### config.mk
export PLATFORM = sky130hd
export DESIGN_NAME = bitser_pe_array
export DESIGN_NICKNAME = d
export VERILOG_FILES = /design/src/rtl/bsp_pkg.sv /design/src/rtl/bsp_bool_vec.sv /design/src/rtl/bsp_seq_ctrl.sv /design/src/rtl/bsp_xy_datapath.sv /design/src/rtl/bitser_pe_array.sv
export SDC_FILE = /design/constraint.sdc
export NUM_CORES = 1
export LEC_CHECK = 0
export BUFFER_PORTS_ARGS = -buffer_cell sky130_fd_sc_hd__buf_4
export CAP_MARGIN = 20
export CORE_ASPECT_RATIO = 1.1
export CORE_MARGIN = 2
export CORE_UTILIZATION = 30
export DETAILED_ROUTE_END_ITERATION = 8
export GPL_ROUTABILITY_DRIVEN = 0
export PLACE_DENSITY = 0.53
export SLEW_MARGIN = 5
export SYNTH_ARGS = -nofsm -noshare
export SYNTH_HDL_FRONTEND = slang
export SYNTH_HIERARCHICAL = 1
export SYNTH_SLANG_ARGS = --single-unit
### constraint.sdc
create_clock -name clk -period 2 [get_ports clk]
set_clock_uncertainty 0.15 [all_clocks]
set_input_delay 0.2 -clock clk [delete_from_list [all_inputs] [get_ports clk]]
set_output_delay 0.2 -clock clk [all_outputs]
set_load 0.05 [all_outputs]
### src/rtl/bsp_pkg.sv
package bsp_pkg;

  localparam int MODE_W = 3;

  localparam logic [MODE_W-1:0] MD_X     = 3'd0;
  localparam logic [MODE_W-1:0] MD_Y     = 3'd1;
  localparam logic [MODE_W-1:0] MD_XY    = 3'd2;
  localparam logic [MODE_W-1:0] MD_XMSK  = 3'd3;
  localparam logic [MODE_W-1:0] MD_XMSKY = 3'd4;
  localparam logic [MODE_W-1:0] MD_ADD_A = 3'd5;
  localparam logic [MODE_W-1:0] MD_ADD_B = 3'd6;

  typedef enum logic [3:0] {
    OP_NOP,
    OP_X,
    OP_Y,
    OP_XY,
    OP_XM,
    OP_XMY,
    OP_ADD,
    OP_ST3,
    OP_ST4
  } bsp_op_e;

  typedef enum logic [1:0] {
    SQ_IDLE,
    SQ_WAITB,
    SQ_STEP3,
    SQ_STEP4
  } bsp_seq_e;

endpackage

### src/rtl/bsp_bool_vec.sv
module bsp_bool_vec #(
  parameter int W = 16
) (
  input  logic [3:0]   tt,
  input  logic [W-1:0] s,
  input  logic [W-1:0] f,
  output logic [W-1:0] r
);

  for (genvar i = 0; i < W; i++) begin : g_lane
    assign r[i] = tt[{s[i], f[i]}];
  end

endmodule

### src/rtl/bsp_seq_ctrl.sv
module bsp_seq_ctrl
  import bsp_pkg::*;
(
  input  logic              clk,
  input  logic              rst_n,
  input  logic              vld,
  input  logic [MODE_W-1:0] mode,
  output bsp_op_e           op,
  output logic              busy
);

  bsp_seq_e state_q, state_d;

  always_comb begin
    op      = OP_NOP;
    state_d = state_q;
    case (state_q)
      SQ_IDLE: begin
        if (vld) begin
          case (mode)
            MD_X:     op = OP_X;
            MD_Y:     op = OP_Y;
            MD_XY:    op = OP_XY;
            MD_XMSK:  op = OP_XM;
            MD_XMSKY: op = OP_XMY;
            MD_ADD_A: begin
              op      = OP_ADD;
              state_d = SQ_WAITB;
            end
            default:  op = OP_NOP;
          endcase
        end
      end
      SQ_WAITB: begin
        if (vld && mode == MD_ADD_B) begin
          op      = OP_ADD;
          state_d = SQ_STEP3;
        end
      end
      SQ_STEP3: begin
        op      = OP_ST3;
        state_d = SQ_STEP4;
      end
      SQ_STEP4: begin
        op      = OP_ST4;
        state_d = SQ_IDLE;
      end
      default: state_d = SQ_IDLE;
    endcase
  end

  always_ff @(posedge clk or negedge rst_n) begin
    if (!rst_n) state_q <= SQ_IDLE;
    else        state_q <= state_d;
  end

  assign busy = (state_q == SQ_STEP3) || (state_q == SQ_STEP4);

  // strobes cannot shorten or extend the internal steps
  a_r11_busy_runs_through: assert property (@(posedge clk) disable iff (!rst_n)
    (state_q == SQ_STEP3) |=> (state_q == SQ_STEP4));

  // a pending add leaves only via the B slice
  a_r11_wait_holds: assert property (@(posedge clk) disable iff (!rst_n)
    (state_q == SQ_WAITB && !(vld && mode == MD_ADD_B)) |=> (state_q == SQ_WAITB));

endmodule

### src/rtl/bsp_xy_datapath.sv
module bsp_xy_datapath
  import bsp_pkg::*;
#(
  parameter int W = 16
) (
  input  logic         clk,
  input  logic         rst_n,
  input  bsp_op_e      op,
  input  logic [3:0]   tt,
  input  logic [W-1:0] f,
  output logic [W-1:0] x_q,
  output logic [W-1:0] y_q,
  output logic [W-1:0] sum_q,
  output logic         sum_vld_q
);

  logic [W-1:0] fx, fy;
  logic [W-1:0] x_d, y_d, sum_d;
  logic         x_en, y_en, sum_en;

  bsp_bool_vec #(.W(W)) u_fx (.tt(tt), .s(x_q), .f(f), .r(fx));
  bsp_bool_vec #(.W(W)) u_fy (.tt(tt), .s(y_q), .f(f), .r(fy));

  always_comb begin
    x_d    = x_q;
    y_d    = y_q;
    x_en   = 1'b0;
    y_en   = 1'b0;
    sum_d  = y_q;
    sum_en = 1'b0;
    case (op)
      OP_X: begin
        x_d  = fx;
        x_en = 1'b1;
      end
      OP_Y: begin
        y_d  = fy;
        y_en = 1'b1;
      end
      OP_XY: begin
        x_d  = fx;
        y_d  = fy;
        x_en = 1'b1;
        y_en = 1'b1;
      end
      OP_XM: begin
        x_d  = (fx & y_q) | (x_q & ~y_q);
        x_en = 1'b1;
      end
      OP_XMY: begin
        x_d  = (fx & y_q) | (x_q & ~y_q);
        y_d  = fy;
        x_en = 1'b1;
        y_en = 1'b1;
      end
      OP_ADD: begin
        x_d  = x_q ^ (y_q & f);
        y_d  = y_q ^ f;
        x_en = 1'b1;
        y_en = 1'b1;
      end
      OP_ST3: begin
        x_d    = x_q ^ (y_q & y_q);
        x_en   = 1'b1;
        sum_en = 1'b1;
      end
      OP_ST4: begin
        x_d  = x_q ^ x_q;
        y_d  = y_q ^ x_q;
        x_en = 1'b1;
        y_en = 1'b1;
      end
      default: ;
    endcase
  end

  always_ff @(posedge clk or negedge rst_n) begin
    if (!rst_n) begin
      x_q       <= '0;
      y_q       <= '0;
      sum_q     <= '0;
      sum_vld_q <= 1'b0;
    end else begin
      if (x_en)   x_q   <= x_d;
      if (y_en)   y_q   <= y_d;
      if (sum_en) sum_q <= sum_d;
      sum_vld_q <= sum_en;
    end
  end

  // lanes with a zero mask keep X
  a_r5_mask_hold: assert property (@(posedge clk) disable iff (!rst_n)
    $past(op == OP_XM) |-> (((x_q ^ $past(x_q)) & ~$past(y_q)) == '0));

  // the mask is the pre-edge Y, even though Y moves
  a_r6_old_mask: assert property (@(posedge clk) disable iff (!rst_n)
    $past(op == OP_XMY) |-> (((x_q ^ $past(x_q)) & ~$past(y_q)) == '0));

  // no operation leaves both registers alone
  a_r7_nop_stable: assert property (@(posedge clk) disable iff (!rst_n)
    $past(op == OP_NOP) |-> ($stable(x_q) && $stable(y_q)));

  // an X update does not touch Y
  a_r2_y_kept: assert property (@(posedge clk) disable iff (!rst_n)
    $past(op == OP_X) |-> $stable(y_q));

  // the sum pulse lasts one cycle
  a_r9_sum_single: assert property (@(posedge clk) disable iff (!rst_n)
    sum_vld_q |=> !sum_vld_q);

  // the last internal step leaves X empty
  a_r10_x_cleared: assert property (@(posedge clk) disable iff (!rst_n)
    $past(op == OP_ST4) |-> (x_q == '0));

endmodule

### src/rtl/bitser_pe_array.sv
module bitser_pe_array
  import bsp_pkg::*;
#(
  parameter int LANES = 16
) (
  input  logic              clk,
  input  logic              rst_n,
  input  logic              in_vld,
  input  logic [MODE_W-1:0] in_mode,
  input  logic [3:0]        in_tt,
  input  logic [LANES-1:0]  in_slice,
  output logic [LANES-1:0]  x_out,
  output logic [LANES-1:0]  y_out,
  output logic [LANES-1:0]  sum_out,
  output logic              sum_vld,
  output logic              busy
);

  logic    rst_s1, rst_s2;
  bsp_op_e op;

  always_ff @(posedge clk or negedge rst_n) begin
    if (!rst_n) begin
      rst_s1 <= 1'b0;
      rst_s2 <= 1'b0;
    end else begin
      rst_s1 <= 1'b1;
      rst_s2 <= rst_s1;
    end
  end

  bsp_seq_ctrl u_ctrl (
    .clk  (clk),
    .rst_n(rst_s2),
    .vld  (in_vld),
    .mode (in_mode),
    .op   (op),
    .busy (busy)
  );

  bsp_xy_datapath #(.W(LANES)) u_dp (
    .clk      (clk),
    .rst_n    (rst_s2),
    .op       (op),
    .tt       (in_tt),
    .f        (in_slice),
    .x_q      (x_out),
    .y_q      (y_out),
    .sum_q    (sum_out),
    .sum_vld_q(sum_vld)
  );

  // a sum pulse only appears while the sequencer is busy
  a_r9_pulse_in_busy: assert property (@(posedge clk) disable iff (!rst_s2)
    sum_vld |-> busy);

endmodule

# Word-level counts from Yosys, hierarchy flattened
# Cells that the tools add are included.
# word_totals
regBits	53
# op_classes
n_lt_le_gt_ge	32
eq_ne	20
muxes	77
bitwise	11
reduce_logical	14
# op_table
op	count
2-bit by 3-bit < comparator with 1-bit output (second input constant)	32
16-bit one-hot mux with 5 select lines	1
16-bit XOR	5
16-bit bitwise AND	4
1-bit binary-select mux with 2-bit select	32
16-bit one-hot mux with 3 select lines	1
1-bit two-way mux	35
3-bit one-hot mux with 6 select lines	1
4-bit by 3-bit equality test with 1-bit output (second input constant)	4
16-bit inverter	1
16-bit OR	1
4-bit one-hot mux with 4 select lines	1
3-bit equality test (second input constant)	3
4-bit by 2-bit equality test with 1-bit output (second input constant)	2
2-bit one-hot mux with 4 select lines	1
7-bit OR reduction	1
3-bit by 2-bit equality test with 1-bit output (second input constant)	2
2-bit two-way mux	3
5-bit nonzero test	1
5-bit OR reduction	1
2-bit equality test (second input constant)	2
4-bit by 1-bit equality test with 1-bit output (second input constant)	1
4-bit equality test (second input constant)	1
4-bit two-way mux	1
other kinds (14)	17

# Longest topological paths before layout
# Gate-level depths: netlist of the first run.
# logic_depth
word_depth	8
depth_mapped	13

# By module
# Netlist of the first run, hierarchy kept.
# by_module_without_submodules
module	n_inst	cells_each	area_per_inst_um2
bsp_xy_datapath	1	336	3185.6
bsp_bool_vec	2	20	412.9
bsp_seq_ctrl	1	32	277.8
bitser_pe_array	1	3	53.8

# Worst setup path before layout of the first run
# No wires, ideal clock.
# synth_path
path_kind	register to register
startpoint	register u_ctrl.state_q[1]
endpoint	register u_dp.x_q[10]
arrival_time_ns	2.364
required_ns	1.727
setup_slack_ns	-0.637
path_stages_with_launch	14
n_path_buf	4
synth_period_minus_slack_ns	2.637
cell_sequence	dfrtp_1 > inv_1 > ha_1 > nand4_1 > a21oi_1 > a31o_2 > buf_2 > or4b_1 > buf_2 > buf_2 > o21a_2 > buf_4 > nand2_1 > o21ai_1
# synth_via
elab_chain_cells	6
word_cells_on_any_way	19
classes_between	10 x eq/ne; 3 x mux; 6 x reduce/logical
# synth_rtl
item	line_no	rtl
start: declaration	bsp_seq_ctrl.sv:12	bsp_seq_e state_q, state_d;
start signal: assignment	bsp_seq_ctrl.sv:54	else state_q <= state_d;
2-bit equality test, or another cell as far along	bsp_seq_ctrl.sv:17	case (state_q)
4-bit one-hot mux with 4 select lines *	bsp_seq_ctrl.sv:17	
via op[2]	bitser_pe_array.sv:20	bsp_op_e op;
4-bit by 1-bit equality test with 1-bit output, or another cell as far along	bsp_xy_datapath.sv:31	case (op)
7-bit OR reduction (no source line) / 2-bit OR reduction (equally long branches)	--	
1-bit two-way mux / 5-bit nonzero test (equally long branches)	--	
2-bit AND reduction (no source line)	--	
end signal: assignment	bsp_xy_datapath.sv:79	x_q <= '0;
end signal: assignment	bsp_xy_datapath.sv:84	if (x_en) x_q <= x_d;
end: declaration	bsp_xy_datapath.sv:11	output logic [W-1:0] x_q,
# Mark *: on every way through the listed nets, which the timed path passes. The rest lies on a longest branch.
# A chain may end at the register's enable or synchronous reset.

# Worst setup path after layout of the first run
# layout_path
startpoint	register u_ctrl.state_q[1]
endpoint	register u_dp.y_q[15]
# layout_via
elab_chain_cells	6
word_cells_on_any_way	16
classes_between	8 x eq/ne; 3 x mux; 5 x reduce/logical
# layout_rtl
item	line_no	rtl
2-bit equality test, or another cell as far along	bsp_seq_ctrl.sv:17	
4-bit one-hot mux with 4 select lines *	bsp_seq_ctrl.sv:17	
via op[1]	bitser_pe_array.sv:20	
4-bit by 2-bit equality test with 1-bit output, or another cell as far along	bsp_xy_datapath.sv:31	
5-bit OR reduction (no source line) / 3-bit OR reduction (equally long branches)	--	
1-bit two-way mux / 3-bit nonzero test (equally long branches)	--	
2-bit AND reduction (no source line)	--	
end signal: assignment	bsp_xy_datapath.sv:85	if (y_en) y_q <= y_d;
end: declaration	bsp_xy_datapath.sv:12	output logic [W-1:0] y_q,
# Marks and branches as above.

==> results by group, run 1 <==
Layout
  • Layout area overhead: 42.9%
  • Antenna fix cells: 0
  • Filler cells: ~1,400
  • Share of cells above drive strength 1: 0.497
  • Nets: around 560

Detailed routing
  • DRC Markers: 0
  • Vias/cell: 5.79
  • Post-Route WL: between 15,000 and 20,000 um
  • Detailed-route via count: roughly 4,200
  • 1st-iter DRT viols: 302
  • Routed Antenna Nets: 0
  • Pre-Repair DR Iteration Count: 5
  • Drt wl/cell: approximately 22 um

STA
  • Worst-Margin Slew: roughly 670 ps
  • Final setup vio count: 50
  • RSZ-0062 raised after global routing: true
  • Setup TNS: -23,400 ps
  • Setup WS post-layout: -584 ps
  • Final Max Tran Viols: 0
  • Hold Vio Cnt, Final: 0
  • Relative slew slack: 0.555
  • Highest clock rate: around 390 MHz
  • Fin crit period: between 2000 and 3000 ps
  • Final period utilization: 1.29

Worst setup path
  • Crit path max fanout: 9
  • Req. time, crit path: between 2000 and 2500 ps
  • Setup crit end kind: register
  • CP Launch Type: register
  • Arr. time, crit path: approximately 2600 ps
  • WS Path Type: register to register

Clock tree
  • Sink Count: 53
  • Worst-path clk slew: ~80 ps
  • Clk_lat worst skew: 310 ps
  • Clock root cell: clkbuf_16
  • Clock tree buffer depth: 2
  • TritonCTS clock tree: built
  • H-tree depth: 2
  • CTS Buf Count: 5

Hold path
  • Worst hold path class: input pin to async pin

Place
  • Port Buf Inserts: 75
  • HPWL after DPL: around 9000 um

Status
  • Failing checks: setup timing
  • Status: finished with violations

Floorplanning
  • Die width: 119 um
  • Chip height: approximately 130 um
  • Std-Cell Rows: 46
  • Die area: 0.0155 sq mm
  • Initial core utilization: 0.304
  • I/O Pins: between 70 and 80
  • Core area: approximately 0.014 sq mm

GRT
  • Number of global-route vias before repair: 4,198
  • First-pass GRT wire length: 24,000 um
  • GRT overflow: 0
  • Initial antenna violation count: 0
  • Total global routing track utilization: 0.200
  • Largest net degree at the start of global routing: 33

Yosys
  • Register bit total from synthesis: 53
  • Seq/Total Area, Yosys: 0.305
  • Synth Cell Area: about 0.0043 sq mm
  • Cells after Synth: 411
  • Synth Warn #: 6
  • Post-synth top area cell: dfrtp_1
  • Synth Net Count: about 440
  • Synth top area share: 0.305
  • Distinct cells, synth: 47
  • Syn_area_per_cell: about 11 sq um
  • Synth area leaders: dfrtp_1, mux4_2, o21ai_0

Job
  • Maxcap violations: 0
==> cell families (layout without fill, tap and decap cells) <==
logic type	Yosys count	count (layout)	synth area share
other	1	1	0.000863
xor gates and xnor gates	16	16	0.0323
and+or+nand+nor	87	88	0.103
DFF	53	53	0.305
buffers and inverters	42	158	0.0562
AOI/OAI and AO/OA	139	140	0.229
muxes	68	68	0.259
adders and majority gates	5	5	0.0144
==> final timing paths <==
| check | from | end | slack, ps | cells past startpoint |
|---|---|---|---|---|
| worst min register to register | rst_s2$_DFF_PN0_ | u_ctrl/state_q[1]$_DFFE_PN0P_ | 150 | 0 |
| worst min-delay path | rst_n | rst_s1$_DFF_PN0_ | 60 | 2 |
| min in group clk | in_mode[2] | u_ctrl/state_q[0]$_DFFE_PN0P_ | 190 | 4 |
| worst max-delay path | u_ctrl/state_q[1]$_DFFE_PN0P_ | u_dp/y_q[15]$_DFFE_PN0P_ | -580 | 12 |
| worst max register to register | u_ctrl/state_q[1]$_DFFE_PN0P_ | u_dp/y_q[15]$_DFFE_PN0P_ | -580 | 12 |
| max in group asynchronous | rst_s2$_DFF_PN0_ | u_dp/x_q[2]$_DFFE_PN0P_ | 960 | 1 |
==> through the flow <==
step | cell area, sq um | setup WS, ps | std cells | util | hold WS, ps
floorplan | 4400 | -540 | 411 | - | -246
CTS | 5990 | -552 | 711 | 0.419 | 60.3
global route | 6200 | -651 | 721 | 0.435 | 70.6
global placement | 5310 | -664 | 682 | 0.372 | -167
detailed placement | 5310 | -743 | 682 | 0.372 | -166
finish | 6200 | -584 | 721 | 0.435 | 56.6
==> worst max-delay path, stage by stage, from the launching register on <==
cell      delay (ps)
dfrtp_1          410
inv_2            120
ha_4             160
nand4_1           90
a21oi_2          170
a31o_2           140
buf_6            140
buf_4            110
buf_4            100
mux2i_1          250
nand2b_1         130
buf_4            210
o221a_2          280
==> cells in the mapped netlist (all sizes together) <==
cell type / number
and2b: 1
o22ai: 17
ha: 5
nor2: 3
or2: 1
nor4bb: 1
or4b: 1
buf: 24
a31oi: 16
o21ai: 51
nor2b: 2
nor4b: 1
or2b: 1
and3b: 1
nor3b: 1
mux2i: 19
o2111ai: 16
dfrtp: 53
or3b: 1
inv: 6
mux4: 32
o21a: 1
o221a: 16
a211oi: 1
mux2: 17
xnor2: 16
nand3: 1
a31o: 2
nand4: 1
nand2: 52
a21oi: 18
nand2b: 19
conb: 1
a21o: 1
clkbuf: 12
==> sequential cells by signal, indices dropped and copies added, names as in the netlist <==
register / cells
rst_s1: 1
u_ctrl/state_q: 2
u_dp/sum_vld_q: 1
u_dp/x_q: 16
u_dp/y_q: 16
rst_s2: 1
u_dp/sum_q: 16
==> routing by layer <==
metal / share of wire / GRT usage / up-vias / routed length [um]
met5: 0 / 0 / - / 0
met4: 0.024 / 0.0777 / 0 / 370
met3: 0.061 / 0.0389 / 27 / 951
met2: 0.49 / 0.337 / 171 / 7590
met1: 0.43 / 0.254 / 2134 / 6650
li1: - / - / 1840 / -
==> layout by cell type (no fill, tap or decap), types with 3 or more instances in the layout <==
cell type	n
buf_4	109
nand2b_1	16
nand2b_4	3
nand2_1	46
ha_4	4
nand2_2	5
dfrtp_1	51
xnor2_1	16
buf_12	12
a31oi_1	16
o2111ai_1	3
a21oi_1	16
clkbuf_16	6
mux4_1	6
o22ai_1	16
o21ai_0	19
o221a_2	6
inv_2	3
mux4_2	26
o221a_1	10
nor2_1	3
o21ai_1	19
buf_6	16
mux2i_1	19
o21ai_2	12
mux2_4	16
o2111ai_2	12
==> cell type report <==
class                   instances  area (sq um)  share of cell area
multi-input cells             318          3100               0.500
repair buffers                144          1360               0.220
flip-flops and latches         53          1330               0.214
well taps                     192           240              0.0387
clock buffers                   6           129              0.0208
inverters                       6          27.5             0.00444
clock inverters                 2          15.0             0.00242
==> timing repair <==
item                       4_1_cts  5_1_grt
resized for setup               80       48
gates cloned                     6        3
hold endpoints to repair         2        0
pin swaps                       22       21
hold buffers                     1        0
setup endpoints to repair       49       51
buffers inserted                14       12
Power of run 1 is left out: the tool's default activity adds up to more than one toggle a clock period on the data nets, which glitch-free logic cannot reach.
==> inputs of run 2 (changes only) <==
Settings changed: ABC_AREA set to 1, PLACE_DENSITY 0.53 to 0.52, TNS_END_PERCENT set to 100.
==> run 2 against run 1 <==
Against the previous run:
- the run still ends with setup timing left
- register-to-register slack better by 340 ps
- flip-flop and latch count stayed put
- global-route usage is 0.58 points higher
- clock-buffer cell count is 1 higher
- routed wire length is 17% higher
- utilization is 2.6 points lower
- cell count is 74% higher
- area after synthesis is 17% higher
- final area is 8.7% higher
- highest routed layer unchanged
==> results by group, run 2 <==
Status
  • Failing checks: setup timing
  • Status: finished with violations

Power
  • VDD IR max: 0.750 mV
  • Leakage power figure: slightly below 4 nW
  • Combinational power share: 0.724
  • P_int: ~5.7 mW
  • Clock share of power: 0.084
  • Switching pwr: between 7 and 8 mW
  • Seq pwr share: 0.192
  • Pwr Density: approximately 1900 mW/mm^2
  • Sw Share: 0.564

Yosys
  • Synth top area share: 0.330 (+0.0243)
  • Syn_area_per_cell: 5.44 sq um (-48%)
  • Ys async rst share: 1.00 (unchanged)
  • Synth area leaders: nand2_1, dfrtp_1, nand3_1
  • Post-synth EDFFs: 0 (unchanged)
  • Distinct cells, synth: 21 (-55%)
  • Synth Warn #: 6 (unchanged)
  • Most frequent cell after synthesis: nand2_1
  • Synth Cell Area: 0.00509 sq mm (+17%)
  • Commonest cells in the netlist: nand2_1, nand3_1, inv_1
  • Synth Net Count: 966 (+120%)
  • Register bit total from synthesis: 53 (unchanged)
  • Seq/Total Area, Yosys: 0.261 (-0.0448)
  • Top_reg_cell synth: dfrtp_1
  • Cells after Synth: 935 (+130%)
  • Post-synth top area cell: nand2_1

STA
  • Final Max Tran Viols: 0 (unchanged)
  • Setup WS post-layout: -247 ps (+337 ps)
  • Highest clock rate: 445 MHz (+15%)
  • Hold Vio Cnt, Final: 0 (unchanged)
  • Fin crit period: 2250 ps (-337 ps)
  • Final setup vio count: 38 (-24%)
  • Setup TNS: -6790 ps (+16,610 ps)
  • RSZ-0062 raised after global routing: true
  • Final period utilization: 1.12 (-0.169)

Layout
  • Layout area overhead: 32.5%
  • Antenna fix cells: 0 (unchanged)
  • Most frequent cells in the layout: nand2_1, nand3_1, buf_4, inv_1, dfrtp_1
  • Most common cell after layout, fill and taps aside: nand2_1
  • Final Non-Filler Cells: 1,255 (+74%)
  • Top flop regs: u_dp/sum_q x16, u_dp/x_q x16, u_dp/y_q x16
  • Nets: 1,081 (+93%)
  • Share of cells above drive strength 1: 0.209 (-0.288)

Worst setup path
  • Most used cell, CP: nand2_2
  • Arr. time, crit path: 2300 ps (-330 ps)
  • R2R Setup Slk: -250 ps (+340 ps)
  • End of the worst register-to-register path: u_dp/y_q[10]$_DFFE_PN0P_
  • Slowest-stage cell, CP: dfrtp_1
  • WS Path Type: register to register
  • R2r worst-path depth: 15 (+3)
  • R2r startpoint: u_ctrl/state_q[0]$_DFFE_PN0P_
  • Req. time, crit path: 2050 ps (about the same)
  • Setup crit end kind: register
  • Critical path, cell by cell: inv_2, ha_4, nand2_2, a21oi_2, o21ai_1, nand3_2, inv_2, nor2_4, nand2_2, o21ai_4, buf_12, nor2_4, clkbuf_16, nand2_2, nand2_1
  • Crit path max fanout: 7 (-2)
  • CP Launch Type: register
  • Max incr delay on CP: 410 ps (about the same)

Clock tree
  • Clk_lat worst skew: 310 ps (about the same)
  • CTS Buf Count: 5 (unchanged)
  • H-tree depth: 2 (unchanged)
  • Worst-path clk slew: 80 ps (about the same)
  • Clock root cell: clkbuf_16
  • Sink Count: 53 (unchanged)
  • TritonCTS clock tree: built
  • Clock tree buffer depth: 2 (unchanged)

GRT
  • Largest net degree at the start of global routing: 52 (+58%)
  • Number of global-route vias before repair: 5,502 (+31%)
  • Total global routing track utilization: 0.205 (+0.00581)
  • Initial antenna violation count: 0 (unchanged)
  • First-pass GRT wire length: 29,300 um (+22%)
  • GRT overflow: 0 (unchanged)

Detailed routing
  • Post-Route WL: 18,200 um (+17%)
  • 1st-iter DRT viols: 454 (+50%)
  • WL met3: 851 um (-11%)
  • Pre-Repair DR Iteration Count: 5 (unchanged)
  • Detail Route met2 WL: 8650 um (+14%)
  • M1 WL: 8400 um (+26%)
  • Vias/cell: 4.88 (-16%)
  • Drt wl/cell: 14.5 um (-33%)
  • Routed Antenna Nets: 0 (unchanged)
  • Highest routed metal layer: met4
  • Detailed-route via count: 6,130 (+47%)
  • DRC Markers: 0 (unchanged)

Floorplanning
  • Die area: 0.0180 sq mm (+17%)
  • Chip height: 141 um (+8.0%)
  • Std-Cell Rows: 49 (+6.5%)
  • I/O Pins: 76 (unchanged)
  • Core area: 0.0165 sq mm (+16%)
  • Initial core utilization: 0.309 (+0.00429)
  • Die width: 128 um (+8.0%)

Job
  • Maxcap violations: 0 (unchanged)

Place
  • Dpl cells: 1,236 (+81%)
  • Place WS: -303 ps (+439 ps)
  • Port Buf Inserts: 75 (unchanged)
  • HPWL after DPL: 12,400 um (+39%)

Hold path
  • Worst hold path class: input pin to async pin
-- run 2: cell types whose count changed after synthesis, sizes merged, moves of 17 or more --
cell | previous run | this run
nand2b | 19 | 0
mux4 | 32 | 0
nand3 | 1 | 165
nand2 | 52 | 453
inv | 6 | 122
mux2 | 17 | 0
o22ai | 17 | 0
nor2 | 3 | 39
mux2i | 19 | 0
a21oi | 18 | 1
-- run 2: power by group through the flow --
stage | clock network, mW | logic (mW) | registers, mW
2_1_floorplan | 0 | 4.20 | 3.93
4_1_cts | 1.11 | 9.18 | 2.48
3_3_place_gp | 0 | 8.46 | 2.49
3_5_place_dp | 0 | 8.50 | 2.48
6_report | 1.09 | 9.39 | 2.50
5_1_grt | 1.15 | 10.3 | 2.62
-- run 2: timing repair --
| action | 4_1_cts | 5_1_grt |
|---|---|---|
| hold buffers | 1 | 0 |
| endpoints found under the setup margin | 48 | 49 |
| cloned | 2 | 0 |
| pin swaps | 15 | 11 |
| endpoints found under the hold margin | 2 | 0 |
| gates resized for setup | 42 | 27 |
| buffers inserted | 8 | 2 |
-- run 2: per-stage QoR --
step                hold WS (ps)  power (mW)   util  cell area (sq um)
CTS                         42.8        12.8  0.404               6660
global placement            -166        11.0  0.378               6240
global route                45.4        14.1  0.409               6740
floorplan                   -246        8.13      -               5150
detailed placement          -164        11.0  0.378               6240
finish                      52.2        13.0  0.409               6740
-- run 2: worst max-delay path by stage --
stage,to,startpoint,slack [ps]
after floorplan,u_dp/y_q[10]$_DFFE_PN0P_,u_ctrl/state_q[0]$_DFFE_PN0P_,-270
after global placement,u_dp/y_q[11]$_DFFE_PN0P_,u_ctrl/state_q[0]$_DFFE_PN0P_,-260
after detailed placement,u_dp/y_q[6]$_DFFE_PN0P_,u_ctrl/state_q[0]$_DFFE_PN0P_,-300
after CTS,u_dp/y_q[4]$_DFFE_PN0P_,u_ctrl/state_q[0]$_DFFE_PN0P_,-220
after global routing,u_dp/y_q[11]$_DFFE_PN0P_,u_ctrl/state_q[0]$_DFFE_PN0P_,-410
final,u_dp/y_q[10]$_DFFE_PN0P_,u_ctrl/state_q[0]$_DFFE_PN0P_,-250
-- run 2: worst max-delay path: cells and delay by family (launching register included) --
family | cells | cell delay (ps)
buffers and inverters | 4 | 470
DFF | 1 | 410
AOI/OAI and AO/OA | 3 | 420
and+or+nand+nor | 7 | 550
adders and majority gates | 1 | 140
-- run 2: final cells by class --
cell class	count	area [sq um]
repair buffers	134	1200
well taps	204	255
inverters	135	526
multi-input cells	721	3260
flip-flops and latches	53	1330
clock buffers	7	143
clock inverters	1	30.0
fillers	1797	9750
-- run 2: cell families (layout without fill, tap and decap cells) --
family | Yosys count | after routing | share of synthesized area
DFF | 53 | 53 | 0.261
and+or+nand+nor | 661 | 661 | 0.536
other | 1 | 1 | 0.000737
adders and majority gates | 5 | 5 | 0.0123
AOI/OAI and AO/OA | 54 | 54 | 0.0575
buffers and inverters | 161 | 277 | 0.133
-- run 2: metal layers --
| metal | vias to the layer above | GRT usage |
|---|---|---|
| met1 | 2841 | 0.280 |
| li1 | 3112 | - |
| met4 | 0 | 0.0532 |
| met3 | 21 | 0.0258 |
| met2 | 156 | 0.344 |
| met5 | - | 0 |
(Power assumes the default switching activity.)
